$ cat config.mk
export PLATFORM = sky130hd
export DESIGN_NAME = mcs_clock_switch
export DESIGN_NICKNAME = d
export VERILOG_FILES = /design/src/rtl/mcs_pkg.sv /design/src/rtl/mcs_path_div.sv /design/src/rtl/mcs_out_clk.sv /design/src/rtl/mcs_rate_meter.sv /design/src/rtl/mcs_clock_switch.sv
export SDC_FILE = /design/constraint.sdc
export NUM_CORES = 1
export LEC_CHECK = 0
export ABC_AREA = 1
export BUFFER_PORTS_ARGS = -buffer_cell sky130_fd_sc_hd__buf_2
export CAP_MARGIN = 10
export CORE_MARGIN = 5
export CORE_UTILIZATION = 55
export CTS_BUF_LIST = sky130_fd_sc_hd__clkbuf_16
export CTS_CLUSTER_DIAMETER = 60
export DETAILED_ROUTE_END_ITERATION = 8
export GPL_TIMING_DRIVEN = 0
export PLACE_DENSITY = 0.74
export SYNTH_ARGS = -nofsm -noshare
export SYNTH_HDL_FRONTEND = slang
export SYNTH_SLANG_ARGS = --single-unit
export TNS_END_PERCENT = 20
$ cat constraint.sdc
create_clock -name clk -period 6.1 [get_ports clk]
set_input_delay 0.61 -clock clk [delete_from_list [all_inputs] [get_ports clk]]
set_output_delay 0.61 -clock clk [all_outputs]
set_load 0.05 [all_outputs]
$ cat src/rtl/mcs_pkg.sv
package mcs_pkg;
  localparam int RATIO_W = 3;

  function automatic logic [RATIO_W-1:0] ratio_124(input logic [1:0] code);
    case (code)
      2'b00:   return 3'd1;
      2'b01:   return 3'd2;
      default: return 3'd4;
    endcase
  endfunction

  function automatic logic [RATIO_W-1:0] ratio_12(input logic code);
    return code ? 3'd2 : 3'd1;
  endfunction
endpackage

$ cat src/rtl/mcs_path_div.sv
module mcs_path_div
  import mcs_pkg::*;
(
  input  logic               clk,
  input  logic               rst,
  input  logic               tick,
  input  logic [RATIO_W-1:0] ratio,
  output logic               ev
);
  logic [RATIO_W-1:0] cnt;
  logic               last;

  assign last = (cnt >= ratio - 3'd1);
  assign ev   = tick && last;

  always_ff @(posedge clk) begin
    if (rst) begin
      cnt <= '0;
    end else if (tick) begin
      cnt <= last ? '0 : cnt + 3'd1;
    end
  end
endmodule

$ cat src/rtl/mcs_out_clk.sv
module mcs_out_clk
  import mcs_pkg::*;
(
  input  logic               clk,
  input  logic               rst,
  input  logic               ev_pll,
  input  logic               ev_xtal,
  input  logic               target_xtal,
  input  logic               xtal_ok,
  input  logic [RATIO_W-1:0] ratio,
  output logic               active_xtal,
  output logic               mclk
);
  logic [RATIO_W-1:0] cnt;
  logic               sel_ev;
  logic               may_go;
  logic               do_switch;

  assign sel_ev    = active_xtal ? ev_xtal : ev_pll;
  assign may_go    = target_xtal ? xtal_ok : 1'b1;
  assign do_switch = (target_xtal != active_xtal) && may_go && !mclk;

  always_ff @(posedge clk) begin
    if (rst) begin
      active_xtal <= 1'b0;
      mclk        <= 1'b0;
      cnt         <= '0;
    end else if (do_switch) begin
      active_xtal <= target_xtal;
      cnt         <= '0;
    end else if (sel_ev) begin
      if (cnt >= ratio - 3'd1) begin
        cnt  <= '0;
        mclk <= !mclk;
      end else begin
        cnt <= cnt + 3'd1;
      end
    end
  end
endmodule

$ cat src/rtl/mcs_rate_meter.sv
module mcs_rate_meter #(
  parameter int WIN_TICKS = 256,
  parameter int CNT_W     = 16
) (
  input  logic clk,
  input  logic rst,
  input  logic restart,
  input  logic ref_tick,
  input  logic frame_strobe,
  output logic err
);
  localparam int WIN_W = (WIN_TICKS > 1) ? $clog2(WIN_TICKS) : 1;

  logic [WIN_W-1:0] wcnt;
  logic [CNT_W-1:0] fcnt;
  logic [CNT_W-1:0] last_cnt;
  logic [CNT_W-1:0] cur;
  logic             last_valid;
  logic             win_end;

  assign win_end = ref_tick && (wcnt == WIN_W'(WIN_TICKS - 1));
  assign cur     = fcnt + CNT_W'(frame_strobe);

  always_ff @(posedge clk) begin
    if (rst || restart) begin
      wcnt       <= '0;
      fcnt       <= '0;
      last_cnt   <= '0;
      last_valid <= 1'b0;
      err        <= 1'b1;
    end else begin
      if (ref_tick) begin
        wcnt <= win_end ? '0 : wcnt + 1'b1;
      end
      if (win_end) begin
        fcnt       <= '0;
        last_cnt   <= cur;
        last_valid <= 1'b1;
        err        <= !(last_valid && (cur == last_cnt));
      end else begin
        fcnt <= cur;
      end
    end
  end
endmodule

$ cat src/rtl/mcs_clock_switch.sv
module mcs_clock_switch
  import mcs_pkg::*;
#(
  parameter int WIN_TICKS = 256,
  parameter int CNT_W     = 16
) (
  input  logic       clk,
  input  logic       rst,
  input  logic       pll_tick,
  input  logic       xtal_tick,
  input  logic       pll_locked,
  input  logic       osc_ready,
  input  logic       ref_tick,
  input  logic       frame_strobe,
  input  logic       cfg_src_xtal,
  input  logic [1:0] cfg_amp_mode,
  input  logic       cfg_rate_mask,
  input  logic       cfg_xdiv,
  input  logic [1:0] cfg_pdiv,
  input  logic [1:0] cfg_odiv,
  output logic       amp_en,
  output logic       active_xtal,
  output logic       mclk_out,
  output logic       rx_err
);
  localparam int NSRC = 2;

  logic             target_xtal;
  logic             amp_want;
  logic             restart;
  logic             meas_err;
  logic [NSRC-1:0]  src_tick;
  logic [NSRC-1:0]  src_ev;
  logic [RATIO_W-1:0] src_ratio [NSRC];

  assign target_xtal  = cfg_src_xtal || !pll_locked;
  assign amp_want     = (cfg_amp_mode != 2'b00) || target_xtal;
  assign restart      = amp_want && !amp_en;
  assign src_tick     = {xtal_tick, pll_tick};
  assign src_ratio[0] = ratio_124(cfg_pdiv);
  assign src_ratio[1] = ratio_12(cfg_xdiv);

  for (genvar s = 0; s < NSRC; s++) begin : g_path
    mcs_path_div u_div (
      .clk   (clk),
      .rst   (rst),
      .tick  (src_tick[s]),
      .ratio (src_ratio[s]),
      .ev    (src_ev[s])
    );
  end

  mcs_out_clk u_out (
    .clk         (clk),
    .rst         (rst),
    .ev_pll      (src_ev[0]),
    .ev_xtal     (src_ev[1]),
    .target_xtal (target_xtal),
    .xtal_ok     (osc_ready && amp_en),
    .ratio       (ratio_124(cfg_odiv)),
    .active_xtal (active_xtal),
    .mclk        (mclk_out)
  );

  mcs_rate_meter #(.WIN_TICKS(WIN_TICKS), .CNT_W(CNT_W)) u_meter (
    .clk          (clk),
    .rst          (rst),
    .restart      (restart),
    .ref_tick     (ref_tick),
    .frame_strobe (frame_strobe),
    .err          (meas_err)
  );

  always_ff @(posedge clk) begin
    if (rst) begin
      amp_en <= 1'b0;
      rx_err <= 1'b0;
    end else begin
      amp_en <= amp_want;
      rx_err <= meas_err && !cfg_rate_mask;
    end
  end
endmodule

==> After elaboration in Yosys (flattened, before gate mapping) <==
Index checks and enable logic that the tools add are counted.
{ "classes": {"bitwise": 1, "magnitude_cmp": 3, "addsub": 8, "n_mux": 9, "n_eq_ne": 5, "n_reduce_logical": 23} }
{ "op_table": {"columns": ["cell", "count"], "rows": [
  ["16-bit by 1-bit adder with 16-bit output", 1],
  ["16-bit equality test", 1],
  ["3-bit one-hot mux with 2 select lines", 2],
  ["3-bit by 1-bit adder with 3-bit output (second input constant)", 3],
  ["3-bit greater-or-equal comparator", 3],
  ["1-bit logical AND", 9],
  ["3-bit 2-to-1 mux", 3],
  ["8-bit by 1-bit adder with 8-bit output (second input constant)", 1],
  ["8-bit equality test (second input constant)", 1],
  ["8-bit 2-to-1 mux", 1],
  ["3-bit by 1-bit subtractor with 3-bit output (second input constant)", 2],
  ["1-bit zero test", 5],
  ["2-bit by 1-bit equality test with 1-bit output (second input constant)", 2],
  ["2-bit zero test", 2],
  ["2-bit OR reduction", 2],
  ["1-bit logical OR", 3],
  ["3-bit AND reduction", 1],
  ["2-bit by 1-bit subtractor with 3-bit output (second input constant)", 1],
  ["1-bit 2-to-1 mux", 2],
  ["2-bit 2-to-1 mux", 1],
  ["2-bit nonzero test", 1],
  ["1-bit inequality test", 1],
  ["1-bit NOT", 1]
]} }
{ "totals": {"inputBits": 17, "register_bits": 55, "out_inout_bits": 4, "word_cells": 61} }

==> Longest topological paths before layout <==
{ "logic_depth": {"ltp_word": 7, "depth_mapped": 15, "mapped_depth_nobuf": 15} }

==> Cells and area by module <==
From an unflattened synthesis, not the netlist that was laid out.
{ "unflattened": {"cells_unflattened": 428, "area_unflattened_um2": 3040.4} }
{ "by_module_without_submodules": {"columns": ["module", "instances", "seq_area_each_um2", "area_each_um2", "cells_per_inst"], "rows": [
  ["mcs_rate_meter", 1, 840.8, 2048.2, 292],
  ["mcs_path_div", 2, 60.1, 230.2, 30],
  ["mcs_out_clk", 1, 100.1, 411.6, 55],
  ["mcs_clock_switch", 1, 40.0, 120.1, 21]
]} }

==> Least setup slack after synthesis <==
No wires, ideal clock.
{ "synth_path": {"kind": "input to register", "from": "in cfg_pdiv[1]", "to": "reg u_out.mclk", "arrival_time_ns": 2.460, "t_required_ns": 6.024, "n_path_buf": 0, "setup_ns": 0.076, "stages": 11, "slack_ns": 3.564, "cell_sequence": "or2_2 > ha_1 > xnor2_1 > ha_1 > nand2_1 > o211ai_1 > nand3b_1 > nand2_1 > nand2_1 > or2_2 > a21boi_0"} }
{ "synth_between": {"elab_chain_len": 7, "elab_cells_between_ends": 8, "cone_classes": "add/sub: 1; order compare: 1; eq/ne: 1; mux: 2; reduce/logical: 3"} }
{ "synth_lines": {"columns": ["element", "line", "rtl"], "rows": [
  ["from (decl)", "mcs_clock_switch.sv:19", "input logic [1:0] cfg_pdiv,"],
  ["2-bit by 1-bit equality test with 1-bit output or 2-bit zero test (tied branches)", "mcs_pkg.sv:5", "case (code)"],
  ["3-bit one-hot mux with 2 select lines *", "mcs_pkg.sv:5", null],
  ["3-bit by 1-bit subtractor with 3-bit output *", "mcs_path_div.sv:13", "assign last = (cnt >= ratio - 3'd1);"],
  ["3-bit greater-or-equal comparator *", "mcs_path_div.sv:13", null],
  ["1-bit logical AND *", "mcs_path_div.sv:14", "assign ev = tick && last;"],
  ["1-bit 2-to-1 mux *", "mcs_out_clk.sv:19", "assign sel_ev = active_xtal ? ev_xtal : ev_pll;"],
  ["3-bit AND reduction (no source line) *", null, null],
  ["to (signal assigned)", "mcs_out_clk.sv:34", "mclk <= !mclk;"],
  ["to (decl)", "mcs_out_clk.sv:12", "output logic mclk"]
]} }
Mark *: on every way between the ends. The rest lies on a longest branch, timed or not.
A chain may end at the register's enable or synchronous reset.

==> Final worst setup path <==
Same ends and word-level chain as after synthesis.

==> report_table.html <==
<table>
<tr><th>Metric</th><th>Value</th></tr>
<tr><th colspan="2">Yosys</th></tr>
<tr><td>Total nets after synthesis</td><td>440</td></tr>
<tr><td>Synth top area cells</td><td>sky130_fd_sc_hd__dfxtp_1, sky130_fd_sc_hd__nand2_1, sky130_fd_sc_hd__nor2_1</td></tr>
<tr><td>Mean Syn Cell Area</td><td>~7 µm²</td></tr>
<tr><td>Count of flip-flops with a built-in enable after synthesis</td><td>0</td></tr>
<tr><td>Sequential area share after synthesis</td><td>38.9%</td></tr>
<tr><td>Dominant synthesized flop cell</td><td>sky130_fd_sc_hd__dfxtp_1</td></tr>
<tr><td>Most common cell in the netlist</td><td>sky130_fd_sc_hd__nand2_1</td></tr>
<tr><td>Gate Count Post-Synth</td><td>406</td></tr>
<tr><td>List of most frequent post-synthesis cells</td><td>sky130_fd_sc_hd__nand2_1, sky130_fd_sc_hd__nor2_1, sky130_fd_sc_hd__dfxtp_1</td></tr>
<tr><td>Cell taking the most area after synthesis</td><td>sky130_fd_sc_hd__dfxtp_1</td></tr>
<tr><td>Synthesized flop and latch total</td><td>55</td></tr>
<tr><td>Warnings from Yosys</td><td>0</td></tr>
<tr><td>Combined area of all synthesized cells</td><td>between 2000 and 3000 µm²</td></tr>
<tr><td>Share of the synthesized area in the top cell type</td><td>38.9%</td></tr>
<tr><td>Yosys cell types</td><td>29</td></tr>
<tr><td>Share of async-settable or async-resettable flops after synthesis</td><td>0%</td></tr>
<tr><th colspan="2">Power</th></tr>
<tr><td>Power density over cell area</td><td>228 nW/µm²</td></tr>
<tr><td>Final Total Pwr</td><td>between 700 and 800 µW</td></tr>
<tr><td>IR Drop Worst-Case VDD</td><td>0.162 mV</td></tr>
<tr><td>Leakage Power</td><td>1.35 nW</td></tr>
<tr><th colspan="2">Placed design</th></tr>
<tr><td>IO Port Bufs</td><td>20</td></tr>
<tr><td>Post-place setup slack</td><td>3.25 ns</td></tr>
<tr><td>Placer congestion estimate</td><td>between 0.8 and 0.9</td></tr>
<tr><td>Final HPWL from detailed placement</td><td>4.28 mm</td></tr>
<tr><th colspan="2">Timing</th></tr>
<tr><td>Worst-margin pin slew</td><td>0.532 ns</td></tr>
<tr><td>Headroom to the max-slew limit</td><td>between 60% and 70%</td></tr>
<tr><td>Shortest period the worst path allows</td><td>approximately 2.5 ns</td></tr>
<tr><td>Worst clock skew on the final layout</td><td>approximately 0.0054 ns</td></tr>
<tr><td>RSZ-0062 raised after global routing</td><td>no</td></tr>
<tr><td>Setup Viol. Count Final</td><td>0</td></tr>
<tr><td>Upper clock frequency limit</td><td>395 MHz</td></tr>
<tr><td>Final period utilization</td><td>41.5%</td></tr>
<tr><td>Total negative slack</td><td>0 ns</td></tr>
<tr><td>Final count of hold timing violations</td><td>0</td></tr>
<tr><td>Worst Setup Slack, final</td><td>3.57 ns</td></tr>
<tr><td>Slew Limit Fails</td><td>0</td></tr>
<tr><th colspan="2">Worst setup path</th></tr>
<tr><td>Number of cells on the worst reg-to-reg path</td><td>13</td></tr>
<tr><td>Capture point of the worst reg-to-reg path</td><td>u_meter.err</td></tr>
<tr><td>Worst path slowest cell</td><td>sky130_fd_sc_hd__or2_2</td></tr>
<tr><td>Endpoint kind of the worst setup timing path</td><td>register</td></tr>
<tr><td>Worst setup path endpoint</td><td>u_out.mclk</td></tr>
<tr><td>Delay of the slowest cell on the worst path</td><td>0.32 ns</td></tr>
<tr><td>Cell-by-cell listing of the critical path</td><td>buf_2, or2_2, ha_1, xnor2_1, ha_1, nand2_1, o211ai_1, nand3b_1, nand2_1, nand2_1, or2_2, a21boi_0</td></tr>
<tr><td>Most common cell type on the critical path</td><td>sky130_fd_sc_hd__nand2_1</td></tr>
<tr><td>Required time of the worst setup path</td><td>6.33 ns</td></tr>
<tr><td>Launching element type of the critical path</td><td>input port</td></tr>
<tr><td>Path length in cells of the critical path</td><td>12</td></tr>
<tr><td>Launch point of the worst reg-to-reg path</td><td>u_meter.fcnt[0]</td></tr>
<tr><td>Buffers &amp; Inverters on Critical Path</td><td>1</td></tr>
<tr><td>Startpoint-to-endpoint class of the critical path</td><td>input port to register</td></tr>
<tr><td>Arrival time reported for the critical path endpoint</td><td>2.76 ns</td></tr>
<tr><td>Crit path launch</td><td>cfg_pdiv[1]</td></tr>
<tr><td>Largest fanout on the critical path</td><td>4</td></tr>
<tr><td>Worst-case register-to-register setup slack</td><td>4.05 ns</td></tr>
<tr><td>Crit-path leading delay family</td><td>simple AND/OR/NAND/NOR gates</td></tr>
<tr><th colspan="2">Floorplanning</th></tr>
<tr><td>Std cell rows</td><td>26</td></tr>
<tr><td>Chip height</td><td>between 80 and 90 µm</td></tr>
<tr><td>Placeable core area</td><td>5040 µm²</td></tr>
<tr><td>Initial Utilization</td><td>a little under three fifths</td></tr>
<tr><td>Chip width</td><td>81.8 µm</td></tr>
<tr><td>Number of placed I/O pins</td><td>21</td></tr>
<tr><td>Area of the die</td><td>6690 µm²</td></tr>
<tr><th colspan="2">Routing</th></tr>
<tr><td>Via count normalized by instance count</td><td>5.05</td></tr>
<tr><td>Detailed-route wire length per cell</td><td>11.1 µm</td></tr>
<tr><td>DRC</td><td>0</td></tr>
<tr><td>Antenna-violating nets left</td><td>0</td></tr>
<tr><td>Iteration-0 DRC Markers</td><td>154</td></tr>
<tr><td>WL final</td><td>5.58 mm</td></tr>
<tr><td>DRT Pass-1 Iters</td><td>4</td></tr>
<tr><td>Vias</td><td>2,542</td></tr>
<tr><th colspan="2">Clocking</th></tr>
<tr><td>Number of levels the H-tree was split into</td><td>2</td></tr>
<tr><td>Sink Count</td><td>55</td></tr>
<tr><td>Cts bufs inserted</td><td>5</td></tr>
<tr><td>Hold buffer count at CTS</td><td>0</td></tr>
<tr><td>Number of cells upsized or downsized after cts</td><td>0</td></tr>
<tr><td>Buffer count from post-CTS setup fixing</td><td>0</td></tr>
<tr><td>CTS root buf</td><td>sky130_fd_sc_hd__clkbuf_16</td></tr>
<tr><td>Latest clock arrival within the worst-skew pair</td><td>0.29 ns</td></tr>
<tr><td>Buffer depth of the longest clock path</td><td>2</td></tr>
<tr><td>Clock tree from TritonCTS</td><td>yes</td></tr>
<tr><td>Clock transition at the register clock pins on the worst setup and hold paths after CTS</td><td>roughly 0.07 ns</td></tr>
<tr><th colspan="2">Final layout</th></tr>
<tr><td># fillers</td><td>472</td></tr>
<tr><td>Total area of multi-input combinational cells</td><td>1500 µm²</td></tr>
<tr><td>Total Nets Final</td><td>467</td></tr>
<tr><td>Share of post-route cells with drive strength above 1</td><td>8.55%</td></tr>
<tr><td>Storage cell area</td><td>1100 µm²</td></tr>
<tr><td>Area growth from synthesis to layout</td><td>11.5%</td></tr>
<tr><td>Number of inserted diodes</td><td>0</td></tr>
<tr><th colspan="2">Global route</th></tr>
<tr><td>Number of antenna violations at the first check in global routing</td><td>0</td></tr>
<tr><td>Vias in the first global route</td><td>2,357</td></tr>
<tr><td>Global-route wire length before repair</td><td>approximately 9.6 mm</td></tr>
<tr><td>Maximum number of pins on one net before global-route repair</td><td>17</td></tr>
<tr><td>All-Layer GR Usage</td><td>between 15 and 20%</td></tr>
<tr><td>Global route total overflow</td><td>0</td></tr>
<tr><th colspan="2">Hold path</th></tr>
<tr><td>Class of the most critical hold timing path</td><td>register to register</td></tr>
<tr><th colspan="2">Outcome</th></tr>
<tr><td>Result of the run</td><td>finished clean</td></tr>
<tr><th colspan="2">Flow run</th></tr>
<tr><td>Number of max-cap violations</td><td>0</td></tr>
</table>
-- power breakdown --
group / switching [mW] / internal (mW) / total (mW)
Clock: 0.127 / 0.150 / 0.277
Combinational: 0.0431 / 0.0278 / 0.0709
Sequential: 0.00528 / 0.366 / 0.371
-- sequential cells by signal, summed over array words and instances (netlist names), 3 cells and up --
register / count
u_meter.fcnt: 16
u_meter.last_cnt: 16
u_meter.wcnt: 8
g_path.u_div.cnt: 6
u_out.cnt: 3
-- per-stage QoR --
stage / area [µm²] / util (%) / cells / hold slack, ns
final: 3160 / 62.7 / 503 / 0.446
after global routing: 3160 / 62.7 / 503 / 0.470
after CTS: 3160 / 62.7 / 503 / 0.449
after detailed placement: 3020 / 59.9 / 496 / 0.439
after global placement: 3020 / 59.9 / 496 / 0.435
after floorplan: 2830 / - / 406 / 0.417
-- cell usage in the layout (no fill, tap or decap), drive strengths merged, types with 4 or more instances in the layout --
cell / synthesis / routed
nand4: 6 / 6
or2: 4 / 4
nand2: 110 / 110
ha: 17 / 17
nand3: 32 / 32
nor3: 8 / 8
buf: 3 / 23
clkbuf: 1 / 6
a21oi: 11 / 11
dfxtp: 55 / 55
o22ai: 15 / 15
inv: 54 / 55
nor2: 63 / 63
-- layer usage --
metal  vias up  GRT usage [%]  wire length (µm)
met2        48           31.3              2640
met1      1117           22.4              2590
met5         -              0                 0
li1       1368              -                 -
met4         0           6.98                93
met3         9           2.96               264
-- kinds of logic (layout without fill, tap and decap cells) --
kind of cell,after synthesis,in the layout,synth area share [%]
buffers and inverters,58,85,8.26
flip-flops,55,55,38.9
XOR/XNOR,6,6,1.85
multiplexers,1,1,0.353
AND/OR/NAND/NOR,229,229,34.6
adder cells (fa/ha/maj),17,17,7.51
AO/OA/AOI/OAI,40,40,8.56
-- how the worst min path moves through the flow --
stage                          from               to  slack (ns)  cells past startpoint
floorplan               u_meter.err           rx_err        0.42                      2
CTS                 u_meter.wcnt[7]  u_meter.wcnt[7]        0.45                      1
detailed placement  u_meter.wcnt[7]  u_meter.wcnt[7]        0.44                      1
global route          cfg_rate_mask           rx_err        0.47                      2
finish              u_meter.wcnt[7]  u_meter.wcnt[7]        0.45                      1
global placement    u_meter.wcnt[7]  u_meter.wcnt[7]        0.44                      1
-- layout make-up --
cell class,count,share of cell area [%]
tap,70,2.77
timing repair buffer,20,3.17
buffer,4,0.990
inverter,54,6.42
clock inverter,2,0.396
clock buffer,5,3.96
multi-input combinational,293,47.4
sequential,55,34.9
-- worst register-to-register path: stages (launching register included) --
cell	delay (ns)
sky130_fd_sc_hd__dfxtp_1	0.32
sky130_fd_sc_hd__ha_1	0.21
sky130_fd_sc_hd__ha_1	0.20
sky130_fd_sc_hd__nand3_1	0.16
sky130_fd_sc_hd__inv_1	0.22
sky130_fd_sc_hd__nand2_1	0.14
sky130_fd_sc_hd__nor2_1	0.13
sky130_fd_sc_hd__nand2_1	0.08
sky130_fd_sc_hd__nand3_1	0.07
sky130_fd_sc_hd__nand2_1	0.06
sky130_fd_sc_hd__nor2_1	0.13
sky130_fd_sc_hd__nand3_1	0.08
sky130_fd_sc_hd__nor2_1	0.11
sky130_fd_sc_hd__nor2_1	0.04
(Power assumes the default switching activity.)
